### config.mk
export PLATFORM = sky130hd
export DESIGN_NAME = pclkdiv
export DESIGN_NICKNAME = d
export VERILOG_FILES = /design/src/rtl/pclkdiv_pkg.sv /design/src/rtl/pclkdiv_period_calc.sv /design/src/rtl/pclkdiv_fsm.sv /design/src/rtl/pclkdiv_outputs.sv /design/src/rtl/pclkdiv.sv
export SDC_FILE = /design/constraint.sdc
export NUM_CORES = 1
export LEC_CHECK = 0
export BUFFER_PORTS_ARGS = -buffer_cell sky130_fd_sc_hd__clkbuf_2
export CAP_MARGIN = 20
export CORE_ASPECT_RATIO = 0.9
export CORE_MARGIN = 10
export CORE_UTILIZATION = 35
export CTS_CLUSTER_DIAMETER = 80
export CTS_CLUSTER_SIZE = 40
export DETAILED_ROUTE_END_ITERATION = 16
export PLACE_DENSITY = 0.52
export REMOVE_ABC_BUFFERS = 1
export SYNTH_ARGS = -nofsm -noshare
export SYNTH_HDL_FRONTEND = slang
export SYNTH_SLANG_ARGS = --single-unit
### constraint.sdc
create_clock -name clk -period 7.2 [get_ports clk]
set_clock_uncertainty 0.1 [all_clocks]
set_input_delay 0.72 -clock clk [delete_from_list [all_inputs] [get_ports clk]]
set_output_delay 0.72 -clock clk [all_outputs]
set_load 0.02 [all_outputs]
### src/rtl/pclkdiv_pkg.sv
package pclkdiv_pkg;

    typedef enum logic [1:0] {
        KIND_NARROW = 2'b00,
        KIND_WIDE   = 2'b01,
        KIND_FRAC   = 2'b10,
        KIND_WIDE2  = 2'b11
    } div_kind_e;

    typedef enum logic {
        ST_IDLE = 1'b0,
        ST_RUN  = 1'b1
    } div_state_e;

    typedef enum logic {
        OUT_PULSE = 1'b0,
        OUT_CLOCK = 1'b1
    } out_mode_e;

endpackage

### src/rtl/pclkdiv_period_calc.sv
module pclkdiv_period_calc
    import pclkdiv_pkg::*;
#(
    parameter int INT_W    = 16,
    parameter int NARROW_W = 8,
    parameter int FRAC_W   = 5
) (
    input  div_kind_e         kind,
    input  logic [INT_W-1:0]  div_val,
    input  logic [FRAC_W-1:0] frac_val,
    input  logic [FRAC_W-1:0] acc_q,
    output logic [INT_W:0]    next_last,
    output logic [FRAC_W-1:0] next_acc
);
    localparam int SUM_W = FRAC_W + 1;

    logic [INT_W-1:0]  narrow_base;
    logic [INT_W-1:0]  base;
    logic [FRAC_W-1:0] frac_add;
    logic [SUM_W-1:0]  sum;

    // Narrow divisor: zero-extend the low field when it is shorter than the full width.
    generate
        if (NARROW_W < INT_W) begin : g_narrow_ext
            assign narrow_base = {{(INT_W-NARROW_W){1'b0}}, div_val[NARROW_W-1:0]};
        end else begin : g_narrow_full
            assign narrow_base = div_val;
        end
    endgenerate

    always_comb begin
        unique case (kind)
            KIND_NARROW: begin
                base     = narrow_base;
                frac_add = '0;
            end
            KIND_FRAC: begin
                base     = div_val;
                frac_add = frac_val;
            end
            KIND_WIDE, KIND_WIDE2: begin
                base     = div_val;
                frac_add = '0;
            end
            default: begin
                base     = div_val;
                frac_add = '0;
            end
        endcase
        sum       = {1'b0, acc_q} + {1'b0, frac_add};
        next_acc  = sum[FRAC_W-1:0];
        next_last = {1'b0, base} + {{INT_W{1'b0}}, sum[FRAC_W]};
    end

endmodule

### src/rtl/pclkdiv_fsm.sv
module pclkdiv_fsm
    import pclkdiv_pkg::*;
#(
    parameter int CNT_W  = 17,
    parameter int FRAC_W = 5
) (
    input  logic              clk,
    input  logic              rst_n,
    input  logic              en,
    input  logic [CNT_W-1:0]  next_last,
    input  logic [FRAC_W-1:0] next_acc,
    output div_state_e        state_q,
    output logic [CNT_W-1:0]  cnt_q,
    output logic [CNT_W-1:0]  last_q,
    output logic [FRAC_W-1:0] acc_q
);
    div_state_e state_d;
    logic       load;

    // Next-state selection: start, count, wrap, stop.
    always_comb begin
        unique case (state_q)
            ST_IDLE: state_d = en ? ST_RUN : ST_IDLE;
            ST_RUN:  state_d = en ? ST_RUN : ST_IDLE;
            default: state_d = ST_IDLE;
        endcase
    end

    assign load = en && ((state_q == ST_IDLE) || (cnt_q == last_q));

    always_ff @(posedge clk or negedge rst_n) begin
        if (!rst_n) begin
            state_q <= ST_IDLE;
        end else begin
            state_q <= state_d;
        end
    end

    always_ff @(posedge clk or negedge rst_n) begin
        if (!rst_n) begin
            cnt_q  <= '0;
            last_q <= '0;
            acc_q  <= '0;
        end else if (!en) begin
            cnt_q  <= '0;
            last_q <= '0;
            acc_q  <= '0;
        end else if (load) begin
            cnt_q  <= '0;
            last_q <= next_last;
            acc_q  <= next_acc;
        end else begin
            cnt_q  <= cnt_q + 1'b1;
        end
    end

endmodule

### src/rtl/pclkdiv_outputs.sv
module pclkdiv_outputs
    import pclkdiv_pkg::*;
#(
    parameter int CNT_W = 17
) (
    input  logic             clk,
    input  div_state_e       state_q,
    input  out_mode_e        out_mode,
    input  logic [CNT_W-1:0] cnt_q,
    input  logic [CNT_W-1:0] last_q,
    output logic             clk_en,
    output logic             clk_out
);
    localparam int HI_W = CNT_W + 1;

    logic [HI_W-1:0] hi_len;
    logic            bypass;
    logic            high_phase;

    assign hi_len     = ({1'b0, last_q} + HI_W'(2)) >> 1;
    assign bypass     = (last_q == '0);
    assign high_phase = ({1'b0, cnt_q} < hi_len);

    always_comb begin
        unique case (state_q)
            ST_IDLE: begin
                clk_en  = 1'b0;
                clk_out = 1'b0;
            end
            ST_RUN: begin
                if (out_mode == OUT_PULSE) begin
                    clk_en  = (cnt_q == '0);
                    clk_out = 1'b0;
                end else begin
                    clk_en  = 1'b0;
                    clk_out = bypass ? clk : high_phase;
                end
            end
            default: begin
                clk_en  = 1'b0;
                clk_out = 1'b0;
            end
        endcase
    end

endmodule

### src/rtl/pclkdiv.sv
module pclkdiv
    import pclkdiv_pkg::*;
#(
    parameter int INT_W    = 16,
    parameter int NARROW_W = 8,
    parameter int FRAC_W   = 5
) (
    input  logic              clk,
    input  logic              rst_n,
    input  logic              en,
    input  logic [1:0]        kind,
    input  logic              out_mode,
    input  logic [INT_W-1:0]  div_val,
    input  logic [FRAC_W-1:0] frac_val,
    output logic              clk_en,
    output logic              clk_out
);
    localparam int CNT_W = INT_W + 1;

    div_state_e        state_q;
    logic [CNT_W-1:0]  cnt_q;
    logic [CNT_W-1:0]  last_q;
    logic [FRAC_W-1:0] acc_q;
    logic [CNT_W-1:0]  next_last;
    logic [FRAC_W-1:0] next_acc;

    pclkdiv_period_calc #(
        .INT_W    (INT_W),
        .NARROW_W (NARROW_W),
        .FRAC_W   (FRAC_W)
    ) u_calc (
        .kind      (div_kind_e'(kind)),
        .div_val   (div_val),
        .frac_val  (frac_val),
        .acc_q     (acc_q),
        .next_last (next_last),
        .next_acc  (next_acc)
    );

    pclkdiv_fsm #(
        .CNT_W  (CNT_W),
        .FRAC_W (FRAC_W)
    ) u_fsm (
        .clk       (clk),
        .rst_n     (rst_n),
        .en        (en),
        .next_last (next_last),
        .next_acc  (next_acc),
        .state_q   (state_q),
        .cnt_q     (cnt_q),
        .last_q    (last_q),
        .acc_q     (acc_q)
    );

    pclkdiv_outputs #(
        .CNT_W (CNT_W)
    ) u_out (
        .clk      (clk),
        .state_q  (state_q),
        .out_mode (out_mode_e'(out_mode)),
        .cnt_q    (cnt_q),
        .last_q   (last_q),
        .clk_en   (clk_en),
        .clk_out  (clk_out)
    );

endmodule

* Yosys cells after proc, flatten, opt, wreduce, memory -nomap -nowiden
Cells that the tools add are included.
** Operators by class
- Mux-type cells :: 14
- Order comparisons :: 1
- Bitwise logic cells :: 1
- Add/subtract/negate cells :: 4
- Divide/modulo/power cells :: 0
- Eq/ne operators :: 5
- Shifts and indexed selects :: 0
- Reductions and logical operators :: 7
- Multiply operators :: 0
** Operators with widths (count)
- $mux 17 :: 4
- $logic_not 17->1 :: 2
- $pmux 16 s2 :: 1
- $add 17x2->18 const B :: 1
- $add 16x1->17 :: 1
- $add 17x1->17 const B :: 1
- $eq 17x17->1 :: 1
- $lt 17x17->1 :: 1
- $mux 5 :: 2
- $pmux 5 s2 :: 1
- $add 5x5->6 :: 1
- $reduce_or 3->1 :: 2
- $eq 2x2->1 const B :: 2
- $mux 1 :: 4
- $pmux 1 s2 :: 2
- $eq 2x1->1 const B :: 1
- $logic_not 2->1 :: 1
- $ne 2x1->1 const B :: 1
- $logic_and 1x1->1 :: 1
- $logic_or 1x1->1 :: 1
- $not 1->1 :: 1
** Word-level totals
- RAM bits :: 0
- Input port bits :: 27
- Output and inout bits :: 2
- Bits in latches :: 0
- Memories :: 0
- Register bits :: 40
- Memory bits (read-only) :: 0

* Logic depth before layout (Yosys ltp)
Gate-level depths: netlist of run 1.
- Word-level depth :: 7
- Depth in mapped cells :: 15
- Depth with buffers taken out :: 15

* Cells and area by module
Synthesis of run 1 repeated with hierarchy kept, for this count alone.
** Unflattened totals
- Cell total of the unflattened synthesis :: 427
- Area, all modules :: 3721.1 sq um
** Modules (own cells, without submodules)
- pclkdiv_fsm :: area an instance 2432.3 sq um, cells each 252, times used 1
- pclkdiv_outputs :: area an instance 689.4 sq um, cells each 94, times used 1
- pclkdiv_period_calc :: area an instance 599.3 sq um, cells each 81, times used 1

==> out/qor.yml, run 1 <==
route:
  vias: 2594
  detail_route.iter0.violations: 133
  wire_per_inst_um: 14.8
  wl_mm: 7.62
  ant_nets: 0
  vias_per_cell: 5.03
  drc: 0
  dr.pass1.iters: 4
finish:
  final_nets: 447
  final_util: 0.396
  nFillCells: 969
  postLayoutCellArea_mm2: 0.00366
  multi_input_area_mm2: 0.00214
  drive_gt1_frac: 0.129
  seqCellArea_mm2: 0.00100
  diodes: 0
  syn_to_final_growth_pct: 8.29
critical_path:
  worstPathMaxFanout: 2
  setup.worst_path.start_class: "clock port"
  endpoint_kind: "primary output"
  worstSetupPathType: "clock port to primary output"
  required_ps: 6380
  cp.arrival_ps: 4150
placed_design:
  dp_hpwl_mm: 5.82
  place_congestion: 0.810
  dpl-instance-area_mm2: 0.00348
  place.port_buffers: 28
  pre_cts_ws_ps: 2500
global_route:
  gr-total-overflow: 0
  grt_pass1_vias: 2695
  antenna_found_initial: 0
  grt_usage: 0.118
  grt_pass1_wl_mm: 13.4
  grt_max_degree: 41
logic_synthesis:
  ys_warn_count: 0
  yosysSeqAreaShare: 0.296
  synth.distinct_cells: 48
  yosys.area.top_type_share: 0.296
  async_flop_share: 1.00
  synthFlopType: "dfrtp_1"
  synth_seq_cells: 40
  synth_edf_count: 0
  synth_area_mm2: 0.00338
  syn_inst: 372
  netlist_top_cells_area: "dfrtp_1, xor2_1, ha_1"
  synth.avg_cell_area_um2: 9.09
  synth_top_area_cell: "dfrtp_1"
floorplanning:
  die_w_um: 124
  die_area_mm2: 0.0140
  ios: 29
  die_h_um: 113
  row_count: 33
  start_util: 0.366
  core_area_mm2: 0.00925
clock_network:
  cts_tree: "done"
  postCtsSetupBuffers: 0
  hold_buffers: 0
  clk_latency_ps: 410
  clkTransAtPathRegs_ps: 70
  cts_resized: 0
sta:
  fin_ws_ps: 2230
  worst_pin_slew_ps: 701
  drv_slew: 0
  finalSetupViolCount: 0
  relSlewSlack: 0.533
  rsz0062_at_grt: "no"
  finalSetupTns_ps: 0
  hold_viol_final: 0
power:
  powerDensity_mw_per_mm2: 158
  p_total_mw: 0.579
  ir_worst_vdd_mv: 0.0785
  leakage_nw: 1.71
status:
  status: "complete, no violations"
flow_run:
  drv_cap: 0
worst_hold_path:
  hold_path_class: "primary input to asynchronous set/reset pin"
-- flip-flops by register name, summed over array words and instances (netlist names) --
register       flops
u_fsm.acc_q        5
u_fsm.last_q      17
u_fsm.cnt_q       17
u_fsm.state_q      1
-- metrics by stage --
| stage | hold WS [ps] | instances |
|---|---|---|
| floorplan | 324 | 352 |
| global placement | 436 | 504 |
| detailed placement | 438 | 504 |
| CTS | 433 | 515 |
| global route | 118 | 516 |
| finish | 116 | 516 |
-- power breakdown --
part	total (mW)	leakage (nW)	internal, mW	switching (mW)
Sequential	0.249	0.543	0.233	0.0159
Combinational	0.0889	1.08	0.0400	0.0489
Clock	0.241	0.0896	0.150	0.0914
Total	0.579	1.71	0.423	0.156
-- synth_stat cells (2+ instances only) --
cell / n
nor3_1: 8
xor2_1: 38
nor4_2: 3
nor4_1: 8
nand2b_1: 2
and3_1: 4
and4_1: 3
nand2_1: 52
nand3_1: 14
nand4_1: 16
inv_1: 8
clkbuf_8: 4
a211oi_1: 2
and2_1: 8
mux2i_1: 18
nor2b_1: 5
dfrtp_1: 40
o21ai_0: 8
or4_1: 2
buf_6: 4
mux2_2: 3
xnor2_1: 22
ha_1: 26
clkbuf_1: 2
nor2_1: 33
buf_4: 3
a21o_1: 6
dlygate4sd3_1: 2
a21oi_1: 8
o31ai_1: 2
-- critical path, cell delays in order --
cell and delay [ps]:
clkbuf_8 110, clkbuf_8 110, nand3_1 70, o22ai_1 80, clkbuf_2 160
-- placed cells by master (no fill, tap or decap), types with 9 or more instances in the layout --
| cell | instances |
|---|---|
| clkbuf_2 | 28 |
| clkbuf_8 | 9 |
| dfrtp_1 | 40 |
| ha_1 | 26 |
| mux2i_1 | 18 |
| nand2_1 | 52 |
| nand3_1 | 14 |
| nand4_1 | 16 |
| nor2_1 | 33 |
| xnor2_1 | 22 |
| xor2_1 | 38 |
-- metal layers --
| metal | vias up | global-route usage | wire [µm] |
|---|---|---|---|
| met5 | - | 0 | 0 |
| met4 | 0 | 0.0465 | 96 |
| met3 | 5 | 0.0308 | 226 |
| met2 | 34 | 0.171 | 3270 |
| met1 | 1225 | 0.161 | 4030 |
| li1 | 1330 | - | - |
-- cells by family (layout without fill, tap and decap cells) --
group | count (synthesis) | count (layout) | share of synthesized area
and+or+nand+nor | 163 | 163 | 0.242
AOI/OAI and AO/OA | 32 | 32 | 0.0637
muxes | 22 | 22 | 0.0666
adders and majority gates | 27 | 27 | 0.102
xor gates and xnor gates | 60 | 60 | 0.155
buffers and inverters | 28 | 50 | 0.0744
DFF | 40 | 40 | 0.296
-- cell type report --
cell class,count,share of cell area
tap,122,0.0417
inverter,8,0.00820
multi-input combinational,304,0.584
timing repair buffer,30,0.0465
sequential,40,0.273
clock buffer,10,0.0352
clock inverter,2,0.0106
-- final timing paths --
| path | startpoint | end | slack [ps] | cells after the start |
|---|---|---|---|---|
| min reg2reg | u_fsm.acc_q[4] | u_fsm.acc_q[4] | 450 | 2 |
| max | clk | clk_out | 2230 | 5 |
| max reg2reg | u_fsm.acc_q[1] | u_fsm.last_q[14] | 4420 | 13 |
| max in group asynchronous | rst_n | u_fsm.last_q[15] | 6420 | 2 |
| min | rst_n | u_fsm.cnt_q[2] | 120 | 1 |
| min in group clk | u_fsm.acc_q[4] | u_fsm.acc_q[4] | 450 | 2 |
Power figures use the tool's default switching activity.
==> run 2: changes to the inputs <==
==> constraint.sdc (replaced) <==
create_clock -name clk -period 4.8 [get_ports clk]
set_clock_uncertainty 0.1 [all_clocks]
set_input_delay 0.48 -clock clk [delete_from_list [all_inputs] [get_ports clk]]
set_output_delay 0.48 -clock clk [all_outputs]
set_load 0.02 [all_outputs]
==> out/qor.yml, run 2 (synthesis results as in run 1) <==
route:
  vias: 2594
  wire_per_inst_um: 14.8
  ant_nets: 0
  detail_route.iter0.violations: 134
  wl_mm: 7.63
  drc: 0
  vias_per_cell: 5.02
  dr.pass1.iters: 4
global_route:
  grt_pass1_wl_mm: 13.4
  use_met3: 0.0308
  antenna_found_initial: 0
  grt_pass1_vias: 2695
  gr-max-usage-layer: "met2"
  grt_max_degree: 41
  met1_usage: 0.161
  use_met2: 0.171
  gr-total-overflow: 0
  grt_usage: 0.118
finish:
  final_cell_mix: "nand2_1, dfrtp_1, xor2_1"
  finalNonFillerCells: 517
  final_nets: 448
  drive_gt1_frac: 0.129
  largest_registers: "u_fsm.cnt_q x17, u_fsm.last_q x17, u_fsm.acc_q x5"
  diodes: 0
  layout_commonest_cell: "nand2_1"
  syn_to_final_growth_pct: 8.59
  final_util: 0.397
floorplanning:
  row_count: 33
  die_h_um: 113
  ios: 29
  die_area_mm2: 0.0140
  start_util: 0.366
  core_area_mm2: 0.00925
  die_w_um: 124
sta:
  relSlewSlack: 0.533
  period_share: 0.786
  hold_viol_final: 0
  worst_pin_slew_ps: 701
  drv_slew: 0
  finalSetupViolCount: 0
  rsz0062_at_grt: "no"
  fmax_mhz: 265
  period_minus_slack_ps: 3770
  finalSetupTns_ps: 0
critical_path:
  worstSetupPathType: "flop to primary output"
  reg2reg_depth: 13
  setup.worst_path.start_class: "flop"
  cp.arrival_ps: 3190
  worstPathMaxFanout: 8
  required_ps: 4220
  timing.rr.end: "u_fsm.last_q[14]"
  r2r_slack_ps: 2020
  worstSetupStartpoint: "u_fsm.last_q[6]"
  rr_startpoint: "u_fsm.acc_q[1]"
  setup.worst_path.end: "clk_out"
  endpoint_kind: "primary output"
worst_hold_path:
  hp-start: "div_val[15]"
  hold_path_class: "primary input to flop"
clock_network:
  cts_resized: 0
  clkTransAtPathRegs_ps: 90
  cts_tree: "done"
  clk_latency_ps: 410
  hold_buffers: 0
  postCtsSetupBuffers: 0
flow_run:
  drv_cap: 0
status:
  status: "complete, no violations"
power:
  ir_worst_vdd_mv: 0.118
  leakage_nw: 1.71
  powerDensity_mw_per_mm2: 237
placed_design:
  placed_cells: 504
  place.port_buffers: 28
  dp_hpwl_mm: 5.82
  place_congestion: 0.810
-- run 2: area by class of cell --
type                    instances  area (µm²)
multi-input cells             304        2140
fillers                       967        5580
inverters                       8        30.0
clock inverters                 2        38.8
clock buffers                  10         129
well taps                     122         153
repair buffers                 31         180
flip-flops and latches         40        1000
-- run 2: layer usage --
layer  share of wire  up-vias
met1            0.53     1223
met4           0.013        0
met2            0.43       34
li1                -     1332
met3           0.028        5
met5               0        -
-- run 2: report_power, final --
part / switching, mW / leakage [nW] / internal, mW
Sequential: 0.0238 / 0.543 / 0.350
Combinational: 0.0735 / 1.08 / 0.0605
Clock: 0.137 / 0.0896 / 0.225
-- run 2: through the flow --
step	hold WS [ps]	setup WS, ps	instance area (µm²)	power (mW)
global route	278	652	3670	0.923
floorplan	84.4	1600	3160	0.460
global placement	436	1390	3480	0.515
finish	268	1030	3670	0.870
CTS	193	951	3640	0.883
detailed placement	438	1320	3480	0.517
-- run 2: worst min-delay path by stage --
stage	end	slack, ps	depth (start not counted)
after floorplan	u_fsm.acc_q[0]	80	0
after global placement	u_fsm.acc_q[3]	440	2
after detailed placement	u_fsm.acc_q[4]	440	2
after CTS	u_fsm.cnt_q[1]	190	1
after global routing	u_fsm.last_q[16]	280	3
final	u_fsm.last_q[16]	270	3
-- run 2: worst max-delay path, stage by stage, from the launching register on --
cell and delay, ps:
dfrtp_1 510, and4_1 270, nand4_1 140, nor3_1 420
nand3_1 160, xor2_1 160, ha_1 290, a21oi_1 140
nor2b_1 50, o21ai_0 130, o2111ai_1 110, o22ai_1 180
clkbuf_2 200
==> run 3: changes to the inputs <==
--- a/config.mk
+++ b/config.mk
@@ -13,7 +13,7 @@
 export CTS_CLUSTER_DIAMETER = 80
 export CTS_CLUSTER_SIZE = 40
 export DETAILED_ROUTE_END_ITERATION = 16
-export PLACE_DENSITY = 0.52
+export PLACE_DENSITY = 0.53
 export REMOVE_ABC_BUFFERS = 1
 export SYNTH_ARGS = -nofsm -noshare
 export SYNTH_HDL_FRONTEND = slang
==> constraint.sdc (replaced) <==
create_clock -name clk -period 3.1 [get_ports clk]
set_clock_uncertainty 0.1 [all_clocks]
set_input_delay 0.31 -clock clk [delete_from_list [all_inputs] [get_ports clk]]
set_output_delay 0.31 -clock clk [all_outputs]
set_load 0.02 [all_outputs]
==> out/qor.yml, run 3 (synthesis results as in run 1) <==
sta:
  timing.hold.ws_ps: 102
  fin_ws_ps: -33.4
  drv_slew: 0
  period_minus_slack_ps: 3130
  finalSetupTns_ps: -33.4
  finalSetupViolCount: 1
  worst_pin_slew_ps: 495
  hold_viol_final: 0
  fmax_mhz: 319
  relSlewSlack: 0.669
  period_share: 1.01
  rsz0062_at_grt: "yes"
worst_hold_path:
  hold_path_class: "primary input to flop"
  holdPathStages: 3
  hp-start: "div_val[15]"
  min_to: "u_fsm.last_q[16]"
flow_run:
  drv_cap: 0
power:
  pwr-share-seq: 0.422
  ir_worst_vdd_mv: 0.176
  p_switching_mw: 0.364
  clockPowerShare: 0.394
  sw_frac_of_total: 0.271
  pwr-share-comb: 0.184
  internal_power_mw: 0.980
  leakage_nw: 1.81
  powerDensity_mw_per_mm2: 346
global_route:
  grt_max_degree: 41
  use_met2: 0.179
  antenna_found_initial: 0
  grt_pass1_vias: 2808
  met1_usage: 0.166
  grt_pass1_wl_mm: 13.9
  gr-max-usage-layer: "met2"
  grt_usage: 0.122
  use_met3: 0.0333
  gr-total-overflow: 0
critical_path:
  cp_common_cell: "buf_4"
  setup.worst_path.start_class: "flop"
  required_ps: 2690
  reg2reg_depth: 13
  timing.rr.end: "u_fsm.last_q[14]"
  cp.arrival_ps: 2720
  slowest_delay_ps: 400
  r2r_slack_ps: 330
  endpoint_kind: "primary output"
  rr_startpoint: "u_fsm.acc_q[1]"
  worstSetupPathType: "flop to primary output"
  path_cells: "buf_4 > and3_1 > nand3_4 > nor2_1 > xnor2_1 > ha_1 > nand4_1 > a221o_1 > a211oi_1 > o22ai_1 > buf_4"
  crit_path_top_delay_cell: "dfrtp_1"
  worstPathMaxFanout: 6
finish:
  multi_input_area_mm2: 0.00220
  final_cell_mix: "nand2_1, dfrtp_1, xor2_1"
  postLayoutCellArea_mm2: 0.00388
  nFillCells: 968
  diodes: 0
  finalNonFillerCells: 535
  syn_to_final_growth_pct: 14.7
  drive_gt1_frac: 0.186
  largest_registers: "u_fsm.cnt_q x17, u_fsm.last_q x17, u_fsm.acc_q x5"
  final_nets: 466
  layout_commonest_cell: "nand2_1"
  seqCellArea_mm2: 0.00100
route:
  detail_route.iter0.violations: 137
  vias_per_cell: 4.97
  ant_nets: 0
  dr.pass1.iters: 5
  wl_mm: 7.87
  wire_per_inst_um: 14.7
  vias: 2657
  drc: 0
placed_design:
  dpl-instance-area_mm2: 0.00363
  pre_cts_ws_ps: -103
  dp_hpwl_mm: 6.10
  placed_cells: 521
  place_congestion: 0.831
  place.port_buffers: 28
floorplanning:
  ios: 29
  core_area_mm2: 0.00925
  row_count: 33
  die_h_um: 113
  start_util: 0.366
  die_area_mm2: 0.0140
  die_w_um: 124
status:
  status: "complete, but fails checks"
  violations: "negative setup slack"
clock_network:
  cts_tree: "done"
  clkTransAtPathRegs_ps: 90
  clk_latency_ps: 400
==> run 3: cell types whose count changed in the layout (fill, tap and decap cells not counted), sizes merged <==
cell    change
buf        +19
clkbuf      -1
==> run 3: per-layer routing <==
layer,share of wire,vias to the layer above
li1,-,1373
met4,0.014,0
met5,0,-
met3,0.035,8
met1,0.52,1234
met2,0.43,42
==> run 3: worst max path at each step <==
stage	startpoint	to	slack, ps	cells after the start
3_3_place_gp	kind[0]	u_fsm.last_q[14]	-20	16
6_report	u_fsm.last_q[1]	clk_out	-30	11
5_1_grt	u_fsm.last_q[8]	clk_out	-240	12
3_5_place_dp	kind[0]	u_fsm.last_q[14]	-100	16
2_1_floorplan	u_fsm.last_q[6]	clk_out	240	11
4_1_cts	u_fsm.last_q[6]	clk_out	-80	12
==> run 3: layout make-up <==
class / count / area share
Clock buffer: 10 / 0.0313
Clock inverter: 2 / 0.00904
Inverter: 8 / 0.00774
Multi-Input combinational cell: 304 / 0.568
Sequential cell: 40 / 0.258
Tap cell: 122 / 0.0394
Timing Repair Buffer: 49 / 0.0865
==> run 3: worst max-delay path: cells and delay by family (launching register included) <==
kind,cells,cell delay [ps]
and+or+nand+nor,4,540
AOI/OAI and AO/OA,3,670
DFF,1,400
xor gates and xnor gates,1,80
adders and majority gates,1,290
buffers and inverters,2,340
==> run 3: stage by stage <==
step	utilization	total power, mW
global route	0.419	1.43
CTS	0.415	1.36
detailed placement	0.392	0.823
finish	0.419	1.34
floorplan	-	0.712
global placement	0.389	0.814
==> run 3: timing repair <==
item	CTS	global route
pin swaps	7	3
endpoints found under the hold margin	0	13
buffers inserted	0	1
setup endpoints to repair	1	1
resized for setup	15	1
hold buffers	0	1
==> run 3: power groups by stage <==
stage	Sequential (mW)	Clock, mW	Combinational (mW)
finish	0.567	0.529	0.247
CTS	0.567	0.547	0.246
detailed placement	0.575	0.00575	0.242
floorplan	0.578	0.00475	0.130
global route	0.571	0.575	0.281
global placement	0.575	0.00575	0.234
